$ cat config.mk
export PLATFORM = sky130hd
export DESIGN_NAME = supply_dip_guard
export DESIGN_NICKNAME = d
export VERILOG_FILES = /design/src/rtl/sdg_pkg.sv /design/src/rtl/sdg_sync.sv /design/src/rtl/sdg_dip_filter.sv /design/src/rtl/sdg_hold_ctrl.sv /design/src/rtl/supply_dip_guard.sv
export SDC_FILE = /design/constraint.sdc
export NUM_CORES = 1
export LEC_CHECK = 0
export CORE_AREA = 3 3 40 42
export CTS_BUF_LIST = sky130_fd_sc_hd__clkbuf_4 sky130_fd_sc_hd__clkbuf_8
export DETAILED_ROUTE_END_ITERATION = 7
export DIE_AREA = 0 0 43 45
export SLEW_MARGIN = 30
export SYNTH_ARGS = -nofsm -noshare
export SYNTH_HDL_FRONTEND = slang
export SYNTH_SLANG_ARGS = --single-unit
$ cat constraint.sdc
create_clock -name clk -period 2.7 [get_ports clk]
set_clock_uncertainty 0.1 [all_clocks]
set_input_delay 0.54 -clock clk [delete_from_list [all_inputs] [get_ports clk]]
set_output_delay 0.54 -clock clk [all_outputs]
set_load 0.005 [all_outputs]
$ cat src/rtl/sdg_pkg.sv
package sdg_pkg;

    typedef struct packed {
        logic mon_en;
        logic rst_en;
        logic range_sel;
    } sdg_cfg_t;

    typedef enum logic {
        HOLD_IDLE   = 1'b0,
        HOLD_ACTIVE = 1'b1
    } sdg_hold_e;

    function automatic int cnt_width(input int qual);
        return $clog2(qual + 1);
    endfunction

endpackage

$ cat src/rtl/sdg_sync.sv
module sdg_sync #(
    parameter int STAGES = 2
) (
    input  logic clk,
    input  logic rst,
    input  logic d,
    output logic q
);
    logic [STAGES-1:0] chain;

    generate
        for (genvar i = 0; i < STAGES; i++) begin : g_stage
            if (i == 0) begin : g_first
                always_ff @(posedge clk) begin
                    if (rst) chain[0] <= 1'b0;
                    else     chain[0] <= d;
                end
            end else begin : g_next
                always_ff @(posedge clk) begin
                    if (rst) chain[i] <= 1'b0;
                    else     chain[i] <= chain[i-1];
                end
            end
        end
    endgenerate

    assign q = chain[STAGES-1];
endmodule

$ cat src/rtl/sdg_dip_filter.sv
module sdg_dip_filter #(
    parameter int QUAL = 9
) (
    input  logic clk,
    input  logic rst,
    input  logic enable,
    input  logic low,
    output logic qualify
);
    localparam int CW = sdg_pkg::cnt_width(QUAL);
    localparam logic [CW-1:0] LAST = CW'(QUAL - 1);
    localparam logic [CW-1:0] TOP  = CW'(QUAL);

    logic [CW-1:0] run_q;

    always_ff @(posedge clk) begin
        if (rst)                 run_q <= '0;
        else if (!enable || !low) run_q <= '0;
        else if (run_q != TOP)   run_q <= run_q + 1'b1;
    end

    // the current low sample completes (or extends) a qualifying run
    assign qualify = enable && low && (run_q >= LAST);
endmodule

$ cat src/rtl/sdg_hold_ctrl.sv
module sdg_hold_ctrl (
    input  logic clk,
    input  logic rst,
    input  logic arm,
    input  logic qualify,
    input  logic low,
    output logic held
);
    import sdg_pkg::*;

    sdg_hold_e st_q, st_d;

    always_comb begin
        st_d = st_q;
        unique case (st_q)
            HOLD_IDLE:   if (arm && qualify) st_d = HOLD_ACTIVE;
            HOLD_ACTIVE: if (!arm || !low)   st_d = HOLD_IDLE;
            default:     st_d = HOLD_IDLE;
        endcase
    end

    always_ff @(posedge clk) begin
        if (rst) st_q <= HOLD_IDLE;
        else     st_q <= st_d;
    end

    assign held = (st_q == HOLD_ACTIVE);
endmodule

$ cat src/rtl/supply_dip_guard.sv
module supply_dip_guard #(
    parameter int QUAL_CYCLES = 9,
    parameter int SYNC_STAGES = 2
) (
    input  logic clk,
    input  logic rst,
    input  logic cmp_low_i,
    input  logic cfg_mon_en,
    input  logic cfg_rst_en,
    input  logic cfg_range_sel,
    output logic rst_req_o,
    output logic rst_pin_pull_o,
    output logic status_low_o,
    output logic lvl_raise_o,
    output logic range_sel_o
);
    import sdg_pkg::*;

    sdg_cfg_t cfg;
    logic     low_s;
    logic     qual;
    logic     held;

    assign cfg = '{mon_en: cfg_mon_en, rst_en: cfg_rst_en, range_sel: cfg_range_sel};

    sdg_sync #(.STAGES(SYNC_STAGES)) u_sync (
        .clk (clk),
        .rst (rst),
        .d   (cmp_low_i),
        .q   (low_s)
    );

    sdg_dip_filter #(.QUAL(QUAL_CYCLES)) u_filter (
        .clk     (clk),
        .rst     (rst),
        .enable  (cfg.mon_en),
        .low     (low_s),
        .qualify (qual)
    );

    sdg_hold_ctrl u_hold (
        .clk     (clk),
        .rst     (rst),
        .arm     (cfg.mon_en && cfg.rst_en),
        .qualify (qual),
        .low     (low_s),
        .held    (held)
    );

    assign rst_req_o      = held;
    assign rst_pin_pull_o = held;
    assign lvl_raise_o    = held;
    assign status_low_o   = low_s && cfg.mon_en;
    assign range_sel_o    = cfg.range_sel;
endmodule

==> flow_metrics.tcl, run 1 <==
set metrics [dict create \
    yosysWarningCount 0 \
    avgRoutedWirePerCell_um 8.18 \
    switchingPower_mw 0.0410 \
    ctsResizeCount 0 \
    nNetsFinal 52 \
    cts_hold_buf 0 \
    total_leakage_power_nw 0.199 \
    wl_met3_um 57 \
    fin_util_pct 33.8 \
    tightest_slew_ps 195 \
    synth-simple-area-share_pct 25.2 \
    drtIter0Drc 3 \
    rsz0062_at_grt "no" \
    power_density_nw_per_um2 506 \
    synth_seq_cells 7 \
    fin_tns_setup_ps 0 \
    post_cts.repair.setup_buffers 0 \
    post-place-ws_ps 434 \
    synth_area_um2 328 \
    die_y_um 45 \
    topRoutingLayerUsed "met4" \
    worst_setup_path_start_kind "primary input" \
    fp.dieW_um 43 \
    fmax_mhz 442 \
    internal-power_mw 0.179 \
    clkPwrFrac_pct 47.5 \
    firstDrtPassIters 2 \
    yosysSeqAreaShare_pct 42.7 \
    clkLatencyLatePin_ps 250 \
    synth_nets 42 \
    crit_type "primary input to output pin" \
    drive_gt1_share_pct 11.9 \
    antenna_found_initial 0 \
    ir_worst_vdd_v 0.000241 \
    dieArea_um2 1940 \
    swShare_pct 18.6 \
    postRouteAntennaNets 0 \
    tritoncts "built" \
    synth_mux_area_share_pct 3.05 \
    synthToLayoutAreaGrowth_pct 32.4 \
    status "complete, no violations" \
    maxCapViolations 0 \
    finalCriticalPeriod_ps 2260 \
    worst_slack_ps 436 \
    num_vias 225 \
    diodes 0 \
    overflow 0 \
    synth_fa_ha_area_share_pct 11.5 \
    ys_types 17 \
    synth_cells 33 \
    clkTransAtPathRegs_ps 50 \
    synth_top_family_by_area "simple AND/OR/NAND/NOR gates" \
    worstPathArrival_ps 1620 \
    synth_compound_area_share_pct 3.05 \
    crit_path_end_kind "output pin" \
    fin_crit_sh_pct 83.8 \
    hold_viol 0 \
    clock-sinks 7 \
    htreeDepth 1 \
    drc 0 \
    grt_pass1_vias 233 \
    path_max_fanout 2 \
    synth_xor_area_share_pct 5.34 \
    dp_hpwl_um 364 \
    p_seq_share_pct 48.1 \
    comb_power_share_pct 4.4 \
    drt-total-wl_um 466 \
    viasPerCell 3.95 \
    dr_wl_met2_um 201 \
    port_buffers 8 \
    grt_pass1_wl_um 938 \
    grtUsageTotal_pct 7.10 \
    p_total_mw 0.220 \
    maxSlewHeadroom_pct 87.0 \
    clock-root-buffer "clkbuf_4" \
    syn_area_per_cell_um2 9.93 \
    fillers 136 \
    clock_path_buffers 2 \
    min_path_type "register to register" \
    setup_viol 0 \
    core.rowCount 13 \
    core_area_um2 1280 \
    wl_met1_um 203 \
    place.gp.congestion 0.704 \
    final_max_slew_viol_count 0 \
    crit_required_ps 2060 \
    grt_max_degree 6 \
    start_util_pct 25.5 \
    cts_buffers 3 \
    pin_count 11 \
]
per-stage QoR:
stage          std cells  cell area (um^2)  hold slack, ps
6_report              57               434             337
2_1_floorplan         33               328             314
5_1_grt               57               434             373
3_5_place_dp          53               404             330
4_1_cts               57               434             342
3_3_place_gp          53               404             324
registers in the layout, indices dropped and copies added, names as in the netlist:
name / flops
u_filter.run_q: 4
u_hold.held: 1
u_sync.chain: 1
u_sync.q: 1
metal layers:
layer / track usage, % / vias up
met1: 7.04 / 97
met2: 10.2 / 9
met5: 0 / -
li1: - / 117
met3: 7.17 / 2
met4: 2.41 / 0
layout by cell type (no fill, tap or decap), drive strengths merged:
master and instances:
clkdlybuf4s50 8, dfxtp 7, nor2 4, clkbuf 4, ha 3, inv 2
nand2b 2, nor2b 2, nand3b 2, and2 1, mux2i 1, o21ai 1
nand3 1, xor2 1, xnor2 1, nand2 1, a21oi 1
kinds of logic (layout without fill, tap and decap cells):
| group | count (synthesis) | after routing |
|---|---|---|
| buffers and inverters | 5 | 14 |
| flip-flops | 7 | 7 |
| AND/OR/NAND/NOR | 13 | 13 |
| multiplexers | 1 | 1 |
| AO/OA/AOI/OAI | 2 | 2 |
| XOR/XNOR | 2 | 2 |
| adder cells (fa/ha/maj) | 3 | 3 |
worst paths after layout:
| kind | start | endpoint | slack [ps] | cells after the start |
|---|---|---|---|---|
| hold / removal | u_sync.chain[0]$_SDFF_PP0_ | u_sync.q$_SDFF_PP0_ | 340 | 1 |
| hold reg to reg | u_sync.chain[0]$_SDFF_PP0_ | u_sync.q$_SDFF_PP0_ | 340 | 1 |
| setup / recovery | cfg_mon_en | status_low_o | 440 | 3 |
| setup reg to reg | u_filter.run_q[1]$_SDFFE_PP0P_ | u_filter.run_q[1]$_SDFFE_PP0P_ | 1490 | 5 |
critical path: stages:
cell and delay [ps]:
clkdlybuf4s50_1 450, and2_1 140, clkdlybuf4s50_1 500
power by group through the flow:
| stage | Combinational (mW) | Clock [mW] | Sequential, mW |
|---|---|---|---|
| global route | 0.0109 | 0.116 | 0.106 |
| CTS | 0.00988 | 0.109 | 0.106 |
| global placement | 0.00987 | 0 | 0.108 |
| detailed placement | 0.00980 | 0 | 0.108 |
| finish | 0.00972 | 0.104 | 0.106 |
| floorplan | 0.00404 | 0 | 0.108 |
cells in the mapped netlist:
cell type / number / area [um^2]
mux2i_1: 1 / 10.0
nor2_1: 4 / 15.0
dfxtp_1: 7 / 140
ha_1: 3 / 37.5
o21ai_0: 1 / 5.00
and2_1: 1 / 6.26
nor2b_1: 2 / 12.5
buf_4: 3 / 22.5
nand2b_1: 2 / 12.5
nand3b_4: 1 / 20.0
nand3b_1: 1 / 7.51
a21oi_1: 1 / 5.00
nand2_1: 1 / 3.75
nand3_1: 1 / 5.00
xnor2_1: 1 / 8.76
xor2_1: 1 / 8.76
inv_1: 2 / 7.51
layout make-up:
cell class                      instances  area, um^2  area share, %
Clock buffer                            4        30.0           6.92
Tap cell                               15        18.8           4.32
Sequential cell                         7         140           32.3
Inverter                                2        7.51           1.73
Timing Repair Buffer                    8        80.1           18.4
Multi-Input combinational cell         21         158           36.3
Power figures use the tool's default switching activity.
==> run 2: changes to the inputs <==
==> constraint.sdc (replaced) <==
create_clock -name clk -period 2.2 [get_ports clk]
set_clock_uncertainty 0.1 [all_clocks]
set_input_delay 0.44 -clock clk [delete_from_list [all_inputs] [get_ports clk]]
set_output_delay 0.44 -clock clk [all_outputs]
set_load 0.005 [all_outputs]
==> results of run 2 <==
The final DEF is identical to that of run 1. Status: complete, no violations.
Among the figures that moved: setup slack after placement 434 ps -> 134 ps; setup slack after layout 436 ps -> 136 ps; register-to-register setup slack 1490 ps -> 990 ps; total power 0.220 mW -> 0.270 mW; worst IR drop on VDD 0.000241 V -> 0.000296 V
==> run 3: changes to the inputs <==
--- a/config.mk
+++ b/config.mk
@@ -12,4 +12,5 @@
 export SLEW_MARGIN = 30
 export SYNTH_ARGS = -nofsm -noshare
 export SYNTH_HDL_FRONTEND = slang
+export SYNTH_HIERARCHICAL = 1
 export SYNTH_SLANG_ARGS = --single-unit
==> flow_metrics.tcl, run 3 <==
set metrics [dict create \
    maxSlewHeadroom_pct 86.2 \
    synth_edf_count 0 \
    layout_commonest_cell "clkdlybuf4s50_1" \
    drc 0 \
    min_path_type "register to register" \
    synth_nets 44 \
    topRoutingLayerUsed "met3" \
    cts_buffers 3 \
    fin_area_um2 460 \
    crit_type "primary input to output pin" \
    fin_tns_setup_ps 0 \
    yosys.area.top_type "dfxtp_1" \
    yosysWarningCount 6 \
    synth_cells 35 \
    final_cell_mix "clkdlybuf4s50_1, dfxtp_1, clkbuf_4, nor2_1, ha_1" \
    worst_setup_path_start_kind "primary input" \
    avgRoutedWirePerCell_um 8.63 \
    htreeDepth 1 \
    start_util_pct 27.8 \
    maxCapViolations 0 \
    crit_required_ps 1660 \
    total_leakage_power_nw 0.207 \
    wl_met1_um 226 \
    yosysMostFrequentCell "dfxtp_1" \
    path_max_fanout 4 \
    wl_met3_um 38 \
    drtIter0Drc 1 \
    clkTransAtPathRegs_ps 60 \
    antenna_found_initial 0 \
    clock-root-buffer "clkbuf_4" \
    core.rowCount 13 \
    cts_hold_buf 0 \
    postRouteAntennaNets 0 \
    final_max_slew_viol_count 0 \
    nNetsFinal 54 \
    post_cts.repair.setup_buffers 0 \
    drt-total-wl_um 509 \
    clock_path_buffers 2 \
    regMostFlops "u_filter/run_q" \
    pin_count 11 \
    tightest_slew_ps 206 \
    grtUsageTotal_pct 6.84 \
    drive_gt1_share_pct 15.9 \
    dieArea_um2 1940 \
    synth_top_area_share_pct 39.3 \
    synth_area_leaders "dfxtp_1, ha_1, buf_4, mux2i_1, nand3b_4" \
    post-place-ws_ps 83.9 \
    clkLatencyLatePin_ps 250 \
    grt_max_degree 6 \
    rsz0062_at_grt "no" \
    worstPathArrival_ps 1570 \
    ys.flop_type "dfxtp_1" \
    place.gp.congestion 0.676 \
    yosysSeqAreaShare_pct 39.3 \
    power_density_nw_per_um2 557 \
    ir_worst_vdd_v 0.000378 \
    largest_reg_flops 4 \
    dp_hpwl_um 417 \
    tritoncts "built" \
    ys_types 18 \
    dr_wl_met2_um 244 \
    core_area_um2 1280 \
    fmax_mhz 473 \
    hold_viol 0 \
    finalCriticalPeriod_ps 2110 \
    syn_area_per_cell_um2 10.2 \
    synth_seq_cells 7 \
    overflow 0 \
    port_buffers 8 \
    die_y_um 45 \
    num_vias 246 \
    ctsResizeCount 0 \
    grt_pass1_wl_um 903 \
    clock-sinks 7 \
    firstDrtPassIters 2 \
    worst_slack_ps 87.3 \
    viasPerCell 4.17 \
    fp.dieW_um 43 \
    synth_area_um2 357 \
    fin_crit_sh_pct 96.0 \
    grt_pass1_vias 230 \
    diodes 0 \
    crit_path_end_kind "output pin" \
    setup_viol 0 \
    placed_area_um2 433 \
    synthToLayoutAreaGrowth_pct 29.1 \
    synth-async-reset-ratio_pct 0 \
    status "complete, no violations" \
    synth_top_cells_by_count "dfxtp_1, buf_4, ha_1, nor2_1" \
]
-- run 3: worst max-delay path: stages --
cell             delay (ps)
clkdlybuf4s50_1         500
and2_1                  130
clkdlybuf4s50_1         500
-- run 3: routing by layer --
layer | track usage [%] | vias to the layer above
li1 | - | 126
met1 | 6.78 | 112
met2 | 9.88 | 8
met3 | 5.98 | 0
met4 | 3.61 | 0
met5 | 0 | -
-- run 3: power by group --
group / switching, mW / internal, mW / leakage, nW / total [mW]
clock network: 0.0463 / 0.0663 / 0.0177 / 0.113
logic: 0.00404 / 0.00988 / 0.133 / 0.0139
registers: 0.00116 / 0.129 / 0.0568 / 0.130
-- run 3: kinds of logic after synthesis --
kind of cell / after synthesis / share of synthesized area [%]
simple gates: 15 / 29.8
flops: 7 / 39.3
buf+inv: 5 / 8.42
fa+ha+maj: 3 / 10.5
xor+xnor: 2 / 4.91
mux: 2 / 5.61
compound gates: 1 / 1.40
-- run 3: path summary, 6_finish.rpt --
check / start / to / slack, ps / cells after the start
setup / recovery: cfg_mon_en / status_low_o / 90 / 3
hold / removal: u_sync/chain[0]$_SDFF_PP0_ / u_sync/q$_SDFF_PP0_ / 330 / 1
setup reg to reg: u_filter/run_q[1]$_SDFFE_PP0P_ / u_filter/run_q[1]$_SDFFE_PP0P_ / 1000 / 5
hold reg to reg: u_sync/chain[0]$_SDFF_PP0_ / u_sync/q$_SDFF_PP0_ / 330 / 1
-- run 3: area by class of cell --
| class | count | area (um^2) |
|---|---|---|
| clock buffer | 3 | 22.5 |
| clock inverter | 1 | 5.00 |
| fill | 134 | 825 |
| inverter | 2 | 7.51 |
| multi-input combinational | 23 | 186 |
| sequential | 7 | 140 |
| tap | 15 | 18.8 |
| timing repair buffer | 8 | 80.1 |
-- run 3: per-stage QoR --
step / hold WS (ps) / power (mW) / utilization, % / instances
floorplan: 314 / 0.138 / - / 35
global placement: 317 / 0.147 / 33.7 / 55
detailed placement: 322 / 0.147 / 33.7 / 55
CTS: 336 / 0.263 / 35.8 / 59
global route: 365 / 0.273 / 35.8 / 59
finish: 333 / 0.257 / 35.8 / 59
